File: config.mk
export PLATFORM = sky130hd
export DESIGN_NAME = qmon_i2c_regbank
export DESIGN_NICKNAME = d
export VERILOG_FILES = /design/src/rtl/qmon_pkg.sv /design/src/rtl/qmon_i2c_sync.sv /design/src/rtl/qmon_i2c_ctrl.sv /design/src/rtl/qmon_regs.sv /design/src/rtl/qmon_i2c_regbank.sv
export SDC_FILE = /design/constraint.sdc
export NUM_CORES = 1
export LEC_CHECK = 0
export CAP_MARGIN = 10
export CORE_MARGIN = 2
export CORE_UTILIZATION = 57
export DETAILED_ROUTE_END_ITERATION = 6
export PLACE_DENSITY = 0.82
export SETUP_SLACK_MARGIN = 0.1
export SYNTH_ARGS = -nofsm -noshare
export SYNTH_HDL_FRONTEND = slang
export SYNTH_SLANG_ARGS = --single-unit
File: constraint.sdc
create_clock -name clk_i -period 5.05 [get_ports clk_i]
set_clock_uncertainty 0.15 [all_clocks]
set_input_delay 0.7575 -clock clk_i [delete_from_list [all_inputs] [get_ports clk_i]]
set_output_delay 0.7575 -clock clk_i [all_outputs]
set_load 0.02 [all_outputs]
File: src/rtl/qmon_pkg.sv
package qmon_pkg;
  typedef enum logic [2:0] {S_IDLE, S_RX, S_ACK, S_TX, S_TXACK, S_SKIP} bus_st_e;
  typedef enum logic [1:0] {K_ADDR, K_PTR, K_DATA} byte_kind_e;

  localparam logic [1:0] REG_RES = 2'd0;
  localparam logic [1:0] REG_CFG = 2'd1;
  localparam logic [1:0] REG_LO  = 2'd2;
  localparam logic [1:0] REG_HI  = 2'd3;

  localparam logic [7:0] RES_RST = 8'hFF;
  localparam logic [7:0] LO_RST  = 8'h66;
  localparam logic [7:0] HI_RST  = 8'h80;
endpackage

File: src/rtl/qmon_i2c_sync.sv
module qmon_i2c_sync #(
  parameter int STAGES = 2
) (
  input  logic clk_i,
  input  logic rst_ni,
  input  logic scl_i,
  input  logic sda_i,
  output logic sda_o,
  output logic scl_rise_o,
  output logic scl_fall_o,
  output logic start_o,
  output logic stop_o
);
  logic [STAGES-1:0] scl_sr, sda_sr;
  logic scl_d, sda_d, scl_s;

  assign scl_s = scl_sr[STAGES-1];
  assign sda_o = sda_sr[STAGES-1];

  always_ff @(posedge clk_i or negedge rst_ni) begin
    if (!rst_ni) begin
      scl_sr <= '1;
      sda_sr <= '1;
      scl_d  <= 1'b1;
      sda_d  <= 1'b1;
    end else begin
      scl_sr <= {scl_sr[STAGES-2:0], scl_i};
      sda_sr <= {sda_sr[STAGES-2:0], sda_i};
      scl_d  <= scl_s;
      sda_d  <= sda_o;
    end
  end

  assign scl_rise_o = scl_s & ~scl_d;
  assign scl_fall_o = ~scl_s & scl_d;
  assign start_o    = scl_s & scl_d & sda_d & ~sda_o;
  assign stop_o     = scl_s & scl_d & ~sda_d & sda_o;
endmodule

File: src/rtl/qmon_i2c_ctrl.sv
module qmon_i2c_ctrl
  import qmon_pkg::*;
#(
  parameter logic [6:0] DEV_ADDR = 7'h4F
) (
  input  logic       clk_i,
  input  logic       rst_ni,
  input  logic       clr_i,
  input  logic       sda_i,
  input  logic       scl_rise_i,
  input  logic       scl_fall_i,
  input  logic       start_i,
  input  logic       stop_i,
  input  logic [7:0] rdata_i,
  output logic       sda_oe_o,
  output logic [7:0] ptr_o,
  output logic       wr_o,
  output logic [7:0] wdata_o,
  output logic       rd_o
);
  bus_st_e    st_q;
  byte_kind_e kind_q;
  logic [7:0] sr_q, tx_q;
  logic [2:0] cnt_q;
  logic       pend_q, rw_q;

  assign wdata_o = sr_q;

  always_ff @(posedge clk_i or negedge rst_ni) begin
    if (!rst_ni) begin
      st_q <= S_IDLE; kind_q <= K_ADDR; sr_q <= '0; tx_q <= '0; cnt_q <= '0;
      pend_q <= 1'b0; rw_q <= 1'b0; sda_oe_o <= 1'b0; ptr_o <= '0; wr_o <= 1'b0; rd_o <= 1'b0;
    end else if (clr_i) begin
      st_q <= S_IDLE; pend_q <= 1'b0; sda_oe_o <= 1'b0; ptr_o <= '0; wr_o <= 1'b0; rd_o <= 1'b0;
    end else begin
      wr_o <= 1'b0;
      rd_o <= 1'b0;
      if (start_i) begin
        st_q <= S_RX; kind_q <= K_ADDR; cnt_q <= '0; pend_q <= 1'b0; sda_oe_o <= 1'b0;
      end else if (stop_i) begin
        st_q <= S_IDLE; pend_q <= 1'b0; sda_oe_o <= 1'b0;
      end else begin
        case (st_q)
          S_RX: begin
            if (scl_rise_i) begin
              sr_q  <= {sr_q[6:0], sda_i};
              cnt_q <= cnt_q + 3'd1;
              if (cnt_q == 3'd7) pend_q <= 1'b1;
            end else if (scl_fall_i && pend_q) begin
              pend_q <= 1'b0;
              cnt_q  <= '0;
              case (kind_q)
                K_ADDR: begin
                  if (sr_q[7:1] == DEV_ADDR) begin
                    rw_q <= sr_q[0]; sda_oe_o <= 1'b1; st_q <= S_ACK;
                  end else st_q <= S_SKIP;
                end
                K_PTR: begin
                  ptr_o <= sr_q; sda_oe_o <= 1'b1; st_q <= S_ACK;
                end
                default: begin
                  wr_o <= 1'b1; sda_oe_o <= 1'b1; st_q <= S_ACK;
                end
              endcase
            end
          end
          S_ACK: begin
            if (scl_fall_i) begin
              sda_oe_o <= 1'b0;
              if (kind_q == K_ADDR && rw_q) begin
                st_q <= S_TX; tx_q <= rdata_i; sda_oe_o <= ~rdata_i[7];
                rd_o <= 1'b1; cnt_q <= '0;
              end else if (kind_q == K_ADDR) begin
                st_q <= S_RX; kind_q <= K_PTR;
              end else if (kind_q == K_PTR) begin
                st_q <= S_RX; kind_q <= K_DATA;
              end else st_q <= S_SKIP;   // only one data byte per transfer
            end
          end
          S_TX: begin
            if (scl_fall_i) begin
              if (cnt_q == 3'd7) begin
                sda_oe_o <= 1'b0; st_q <= S_TXACK;
              end else begin
                tx_q <= {tx_q[6:0], 1'b0}; sda_oe_o <= ~tx_q[6]; cnt_q <= cnt_q + 3'd1;
              end
            end
          end
          S_TXACK: if (scl_rise_i) st_q <= S_SKIP;
          default: ;
        endcase
      end
    end
  end

  p_ack_drive_r1: assert property (@(posedge clk_i) disable iff (!rst_ni)
    (st_q == S_ACK) |-> sda_oe_o);
  p_rd_single_r11: assert property (@(posedge clk_i) disable iff (!rst_ni)
    rd_o |=> !rd_o);
  p_bus_release_r12: assert property (@(posedge clk_i) disable iff (!rst_ni)
    (st_q == S_SKIP || st_q == S_IDLE) |-> !sda_oe_o);
endmodule

File: src/rtl/qmon_regs.sv
module qmon_regs
  import qmon_pkg::*;
#(
  parameter int CH_BITS = 2,
  localparam int NCH = 1 << CH_BITS
) (
  input  logic               clk_i,
  input  logic               rst_ni,
  input  logic               clr_i,
  input  logic               wr_i,
  input  logic [7:0]         ptr_i,
  input  logic [7:0]         wdata_i,
  input  logic               res_vld_i,
  input  logic [CH_BITS-1:0] res_ch_i,
  input  logic [7:0]         res_data_i,
  output logic [7:0]         rdata_o,
  output logic               sd_o,
  output logic               srst_o,
  output logic               ival_en_o,
  output logic               ival_fast_o,
  output logic [NCH-1:0]     int_mode_o,
  output logic [NCH-1:0]     od_pol_o,
  output logic [NCH*8-1:0]   lim_lo_o,
  output logic [NCH*8-1:0]   lim_hi_o
);
  logic [NCH*8-1:0]   res_flat;
  logic [CH_BITS-1:0] ch;
  logic [1:0]         rsel;
  logic               ptr_ok, wr_cfg;

  assign ch     = ptr_i[2 +: CH_BITS];
  assign rsel   = ptr_i[1:0];
  assign ptr_ok = (ptr_i[7:2+CH_BITS] == '0);
  assign wr_cfg = wr_i & ptr_ok & (rsel == REG_CFG);

  always_ff @(posedge clk_i or negedge rst_ni) begin
    if (!rst_ni) begin
      sd_o <= 1'b0; srst_o <= 1'b0; ival_en_o <= 1'b0; ival_fast_o <= 1'b0;
    end else if (clr_i) begin
      sd_o <= 1'b0; srst_o <= 1'b0; ival_en_o <= 1'b0; ival_fast_o <= 1'b0;
    end else begin
      if (srst_o) begin
        sd_o <= 1'b0; ival_en_o <= 1'b0; ival_fast_o <= 1'b0;
      end
      if (wr_cfg) begin
        srst_o <= wdata_i[3];
        if (!srst_o) begin
          sd_o <= wdata_i[0]; ival_fast_o <= wdata_i[4]; ival_en_o <= wdata_i[5];
        end
      end
    end
  end

  for (genvar c = 0; c < NCH; c++) begin : g_ch
    logic [7:0] res_q, lo_q, hi_q;
    logic       mode_q, pol_q, sel;

    assign sel = wr_i & ptr_ok & (ch == CH_BITS'(c)) & ~srst_o;

    always_ff @(posedge clk_i or negedge rst_ni) begin
      if (!rst_ni) begin
        res_q <= RES_RST; lo_q <= LO_RST; hi_q <= HI_RST; mode_q <= 1'b0; pol_q <= 1'b0;
      end else if (clr_i || srst_o) begin
        res_q <= RES_RST; lo_q <= LO_RST; hi_q <= HI_RST; mode_q <= 1'b0; pol_q <= 1'b0;
      end else begin
        if (res_vld_i && res_ch_i == CH_BITS'(c)) res_q <= res_data_i;
        if (sel) begin
          case (rsel)
            REG_CFG: {pol_q, mode_q} <= wdata_i[2:1];
            REG_LO:  lo_q <= wdata_i;
            REG_HI:  hi_q <= wdata_i;
            default: ;  // result register is not host-writable
          endcase
        end
      end
    end

    assign res_flat[c*8 +: 8] = res_q;
    assign lim_lo_o[c*8 +: 8] = lo_q;
    assign lim_hi_o[c*8 +: 8] = hi_q;
    assign int_mode_o[c]      = mode_q;
    assign od_pol_o[c]        = pol_q;
  end

  always_comb begin
    rdata_o = 8'h00;
    if (ptr_ok) begin
      case (rsel)
        REG_RES: rdata_o = res_flat[ch*8 +: 8];
        REG_CFG: rdata_o = {2'b00, ival_en_o, ival_fast_o, srst_o, od_pol_o[ch], int_mode_o[ch], sd_o};
        REG_LO:  rdata_o = lim_lo_o[ch*8 +: 8];
        default: rdata_o = lim_hi_o[ch*8 +: 8];
      endcase
    end
  end

  p_res_host_ro_r7: assert property (@(posedge clk_i) disable iff (!rst_ni)
    (wr_i && rsel == REG_RES && !res_vld_i && !srst_o && !clr_i) |=> $stable(res_flat));
  p_shared_cfg_r6: assert property (@(posedge clk_i) disable iff (!rst_ni)
    (wr_cfg && !srst_o && !clr_i) |=> (ival_en_o == $past(wdata_i[5]) && sd_o == $past(wdata_i[0])));
  p_hold_defaults_r9: assert property (@(posedge clk_i) disable iff (!rst_ni)
    srst_o |=> (lim_lo_o[7:0] == LO_RST && lim_hi_o[7:0] == HI_RST && !int_mode_o[0]));
endmodule

File: src/rtl/qmon_i2c_regbank.sv
module qmon_i2c_regbank #(
  parameter logic [6:0] DEV_ADDR    = 7'h4F,
  parameter int         SYNC_STAGES = 2
) (
  input  logic        clk_i,
  input  logic        rst_ni,
  input  logic        stop_ni,
  input  logic        scl_i,
  input  logic        sda_i,
  output logic        sda_oe_o,
  input  logic        res_vld_i,
  input  logic [1:0]  res_ch_i,
  input  logic [7:0]  res_data_i,
  output logic        rd_pulse_o,
  output logic [1:0]  rd_ch_o,
  output logic        power_save_o,
  output logic        conv_reset_o,
  output logic        ival_en_o,
  output logic        ival_fast_o,
  output logic [3:0]  int_mode_o,
  output logic [3:0]  od_pol_o,
  output logic [31:0] lim_lo_o,
  output logic [31:0] lim_hi_o
);
  localparam int CH_BITS = 2;

  logic       sda_s, scl_rise, scl_fall, start, stop, clr;
  logic       wr, sd, srst;
  logic [7:0] ptr, wdata, rdata;

  assign clr = ~stop_ni;

  qmon_i2c_sync #(.STAGES(SYNC_STAGES)) u_sync (
    .clk_i, .rst_ni, .scl_i, .sda_i, .sda_o(sda_s),
    .scl_rise_o(scl_rise), .scl_fall_o(scl_fall), .start_o(start), .stop_o(stop)
  );

  qmon_i2c_ctrl #(.DEV_ADDR(DEV_ADDR)) u_ctrl (
    .clk_i, .rst_ni, .clr_i(clr), .sda_i(sda_s), .scl_rise_i(scl_rise), .scl_fall_i(scl_fall),
    .start_i(start), .stop_i(stop), .rdata_i(rdata), .sda_oe_o, .ptr_o(ptr),
    .wr_o(wr), .wdata_o(wdata), .rd_o(rd_pulse_o)
  );

  qmon_regs #(.CH_BITS(CH_BITS)) u_regs (
    .clk_i, .rst_ni, .clr_i(clr), .wr_i(wr), .ptr_i(ptr), .wdata_i(wdata),
    .res_vld_i, .res_ch_i, .res_data_i, .rdata_o(rdata), .sd_o(sd), .srst_o(srst),
    .ival_en_o, .ival_fast_o, .int_mode_o, .od_pol_o, .lim_lo_o, .lim_hi_o
  );

  assign rd_ch_o      = ptr[3:2];
  assign conv_reset_o = clr | srst;
  assign power_save_o = clr | srst | sd;

  p_hold_power_r10: assert property (@(posedge clk_i) disable iff (!rst_ni)
    $past(clr) |-> (lim_lo_o == {4{8'h66}} && !sda_oe_o && !rd_pulse_o));
endmodule

==> metrics.yaml <==
grt_max_degree: 118
finalSetupViolCount: 0
critPathMaxFanout: 49
post_layout_nonfiller_instances: 978
dieWidth_um: 119
rows: 42
crit_buf_inv: 4
rsz0062_at_grt: "no"
reg2reg_to: "u_regs.g_ch[1].lo_q[1]"
htree_levels: 4
status: "finished, violations left"
crit_type: "primary input to output pin"
grt_first_pass_wirelength_mm: 32.6
synth-simple-area-share: 0.186
synth_top_family_by_area: "simple AND/OR/NAND/NOR gates"
max_stage_delay_ps: 560
cts_buffer_depth: 2
maxCapViolCount: 0
num_vias: 6091
synth_edf_count: 0
ctsResizeCount: 0
fin_crit_sh: 0.727
die_h_um: 119
ant_nets: 0
start_util: 0.577
ys.flop_type: "dfrtp_1"
syn_area_per_cell_um2: 10.4
synth.mux.area_fraction: 0.140
finalHoldViolations: 0
fill_cells: 940
vdd_drop_max_v: 0.000252
place.port_buffers: 95
powerDensity_nw_per_um2: 358
cp-end-kind: "output pin"
clk_latency_ps: 430
dp_cells: 946
final_util: 0.690
yosys.area_share.xor_xnor: 0
worstPathArrival_ps: 2770
clock-sinks: 150
worst_pin_slew_ps: 1050
critPathRequiredTime_ps: 4140
min_from: "u_sync.scl_sr[0]"
hold_path_class: "register to register"
crit_slowest_cell: "clkdlybuf4s50_1"
slew_headroom: 0.301
whs_path_depth: 0
ff2ff_path_depth: 5
setup_ws_ps: 1380
place_hpwl_mm: 14.0
antenna_found_initial: 0
antenna_cells: 0
grt_pass1_vias: 6060
wl_mm: 20.2
ioPinCount: 96
p_leak_nw: 3.77
cp-start-kind: "primary input"
reg2reg_slack_ps: 2170
coreArea_um2: 13100
overflow: 0
synth_fa_ha_area_frac: 0.00331
synth-seq-cells: 150
post_cts_buffers: 0
ctsHoldBuffers: 0
fmax_ghz: 0.272
pre_cts_ws_ps: 1430
syn_nets: 742
whs_endpoint: "u_sync.scl_sr[1]"
crit_cells: 6
avgRoutedWirePerCell_um: 20.6
yosysSeqAreaShare: 0.507
slew_viol_final: 0
place.gp.congestion: 0.930
syn_to_final_growth_pct: 19.7
cts.clk_slew.worst_paths_ps: 60
dieArea_um2: 14200
remaining_drc_errors: 4
drive_above_1_share: 0.209
nets: 807
cpLargestDelayFamily: "buffers and inverters"
async_flop_share: 1.00
cts_tree: "yes"
synth-compound-area-share: 0.113
root_buffer: "clkbuf_16"
cts_buffers: 17
tns_ps: 0
fin_crit_ps: 3670
violations: "design-rule violations"
drtIter0Drc: 675
r2r-start: "u_ctrl.ptr_o[3]"
synth.distinct_cells: 70
ys_warn_count: 0
via_per_inst: 6.23
grtUsageTotal: 0.298
synthCells: 724
syn_area_um2: 7550
drt-pass1-iter-count: 7
path_cells: "clkdlybuf4s50_1, buf_4, and2b_1, buf_4, nand2_1, clkdlybuf4s50_1"
worst register-to-register path, cell delays in order (launching register included):
cell,delay [ps]
dfrtp_2,670
buf_4,480
nand2b_1,230
inv_1,130
a31oi_2,730
mux2_2,430
area by class of cell:
cell class	count	area (um2)	share of cell area
clock buffers	23	478	0.0529
clock inverters	9	100	0.0111
inverters	16	60.1	0.00665
multi-input cells	502	3340	0.370
flip-flops and latches	150	3830	0.424
well taps	176	220	0.0244
repair buffers	102	1000	0.111
how the worst max path moves through the flow:
stage | startpoint | endpoint | slack, ps
floorplan | stop_ni | power_save_o | 2350
global placement | stop_ni | power_save_o | 1460
detailed placement | stop_ni | power_save_o | 1430
CTS | stop_ni | power_save_o | 1390
global route | stop_ni | power_save_o | 1240
finish | stop_ni | power_save_o | 1380
where the power goes:
part           switching (mW)  internal, mW  leakage [nW]
combinational           0.280         0.234          1.62
sequential              0.133          1.34          1.87
clock                   0.484         0.761         0.283
placed cells by master (no fill, tap or decap), drive strengths merged, types with 12 or more instances in the layout:
cell / count
nand2b: 12
dfstp: 58
mux2i: 26
inv: 16
mux4: 14
dfrtp: 92
o21ai: 68
nand2: 135
nor2b: 17
nor3: 16
a21oi: 25
nand3: 46
mux2: 40
nor2: 28
clkbuf: 23
clkdlybuf4s50: 94
metal layers:
| metal | share of wire | vias up | GRT usage |
|---|---|---|---|
| li1 | - | 2672 | - |
| met1 | 0.40 | 3054 | 0.399 |
| met2 | 0.49 | 314 | 0.473 |
| met3 | 0.076 | 51 | 0.0666 |
| met4 | 0.032 | 0 | 0.125 |
| met5 | 0 | - | 0 |
Yosys cell counts (all sizes together) (3+ instances only):
| cell type | instances | area, um2 |
|---|---|---|
| a22oi | 3 | 22.5 |
| mux2i | 26 | 260 |
| a31oi | 5 | 56.3 |
| nor3b | 5 | 47.5 |
| nand2b | 12 | 75.1 |
| and3 | 10 | 62.6 |
| dfrtp | 92 | 2300 |
| buf | 41 | 264 |
| mux2 | 40 | 480 |
| nor3 | 16 | 95.1 |
| o21ai | 68 | 344 |
| nor2 | 28 | 108 |
| nor2b | 17 | 106 |
| clkbuf | 15 | 56.3 |
| inv | 16 | 60.1 |
| nand2 | 135 | 507 |
| a21oi | 25 | 125 |
| nand3 | 46 | 235 |
| o41ai | 3 | 33.8 |
| or3 | 4 | 30.0 |
| o31ai | 3 | 22.5 |
| a41oi | 3 | 71.3 |
| dfstp | 58 | 1520 |
| mux4 | 14 | 315 |
| a22o | 3 | 26.3 |
state kept, by name, summed over array words and instances (netlist names), 2 cells and up:
name,count
u_regs.g_ch.lo_q,32
u_ctrl.tx_q,7
u_ctrl.kind_q,2
u_regs.g_ch.pol_q,4
u_regs.g_ch.res_q,32
u_ctrl.st_q,3
u_sync.sda_sr,2
u_sync.scl_sr,2
u_ctrl.cnt_q,3
u_ctrl.wdata_o,8
u_regs.g_ch.hi_q,32
u_regs.g_ch.mode_q,4
u_ctrl.ptr_o,8
stage by stage:
stage	instance area (um2)	total power [mW]	hold slack [ps]
after global routing	9030	3.35	206
after global placement	8460	1.98	197
after CTS	9030	3.24	203
final	9030	3.23	201
after floorplan	7550	1.72	195
after detailed placement	8460	2.00	198
logic make-up after synthesis:
group / count (synthesis)
and+or+nand+nor: 289
buffers and inverters: 72
AOI/OAI and AO/OA: 131
DFF: 150
muxes: 80
adders and majority gates: 2
Note: power is estimated with default switching activity, not from simulation.
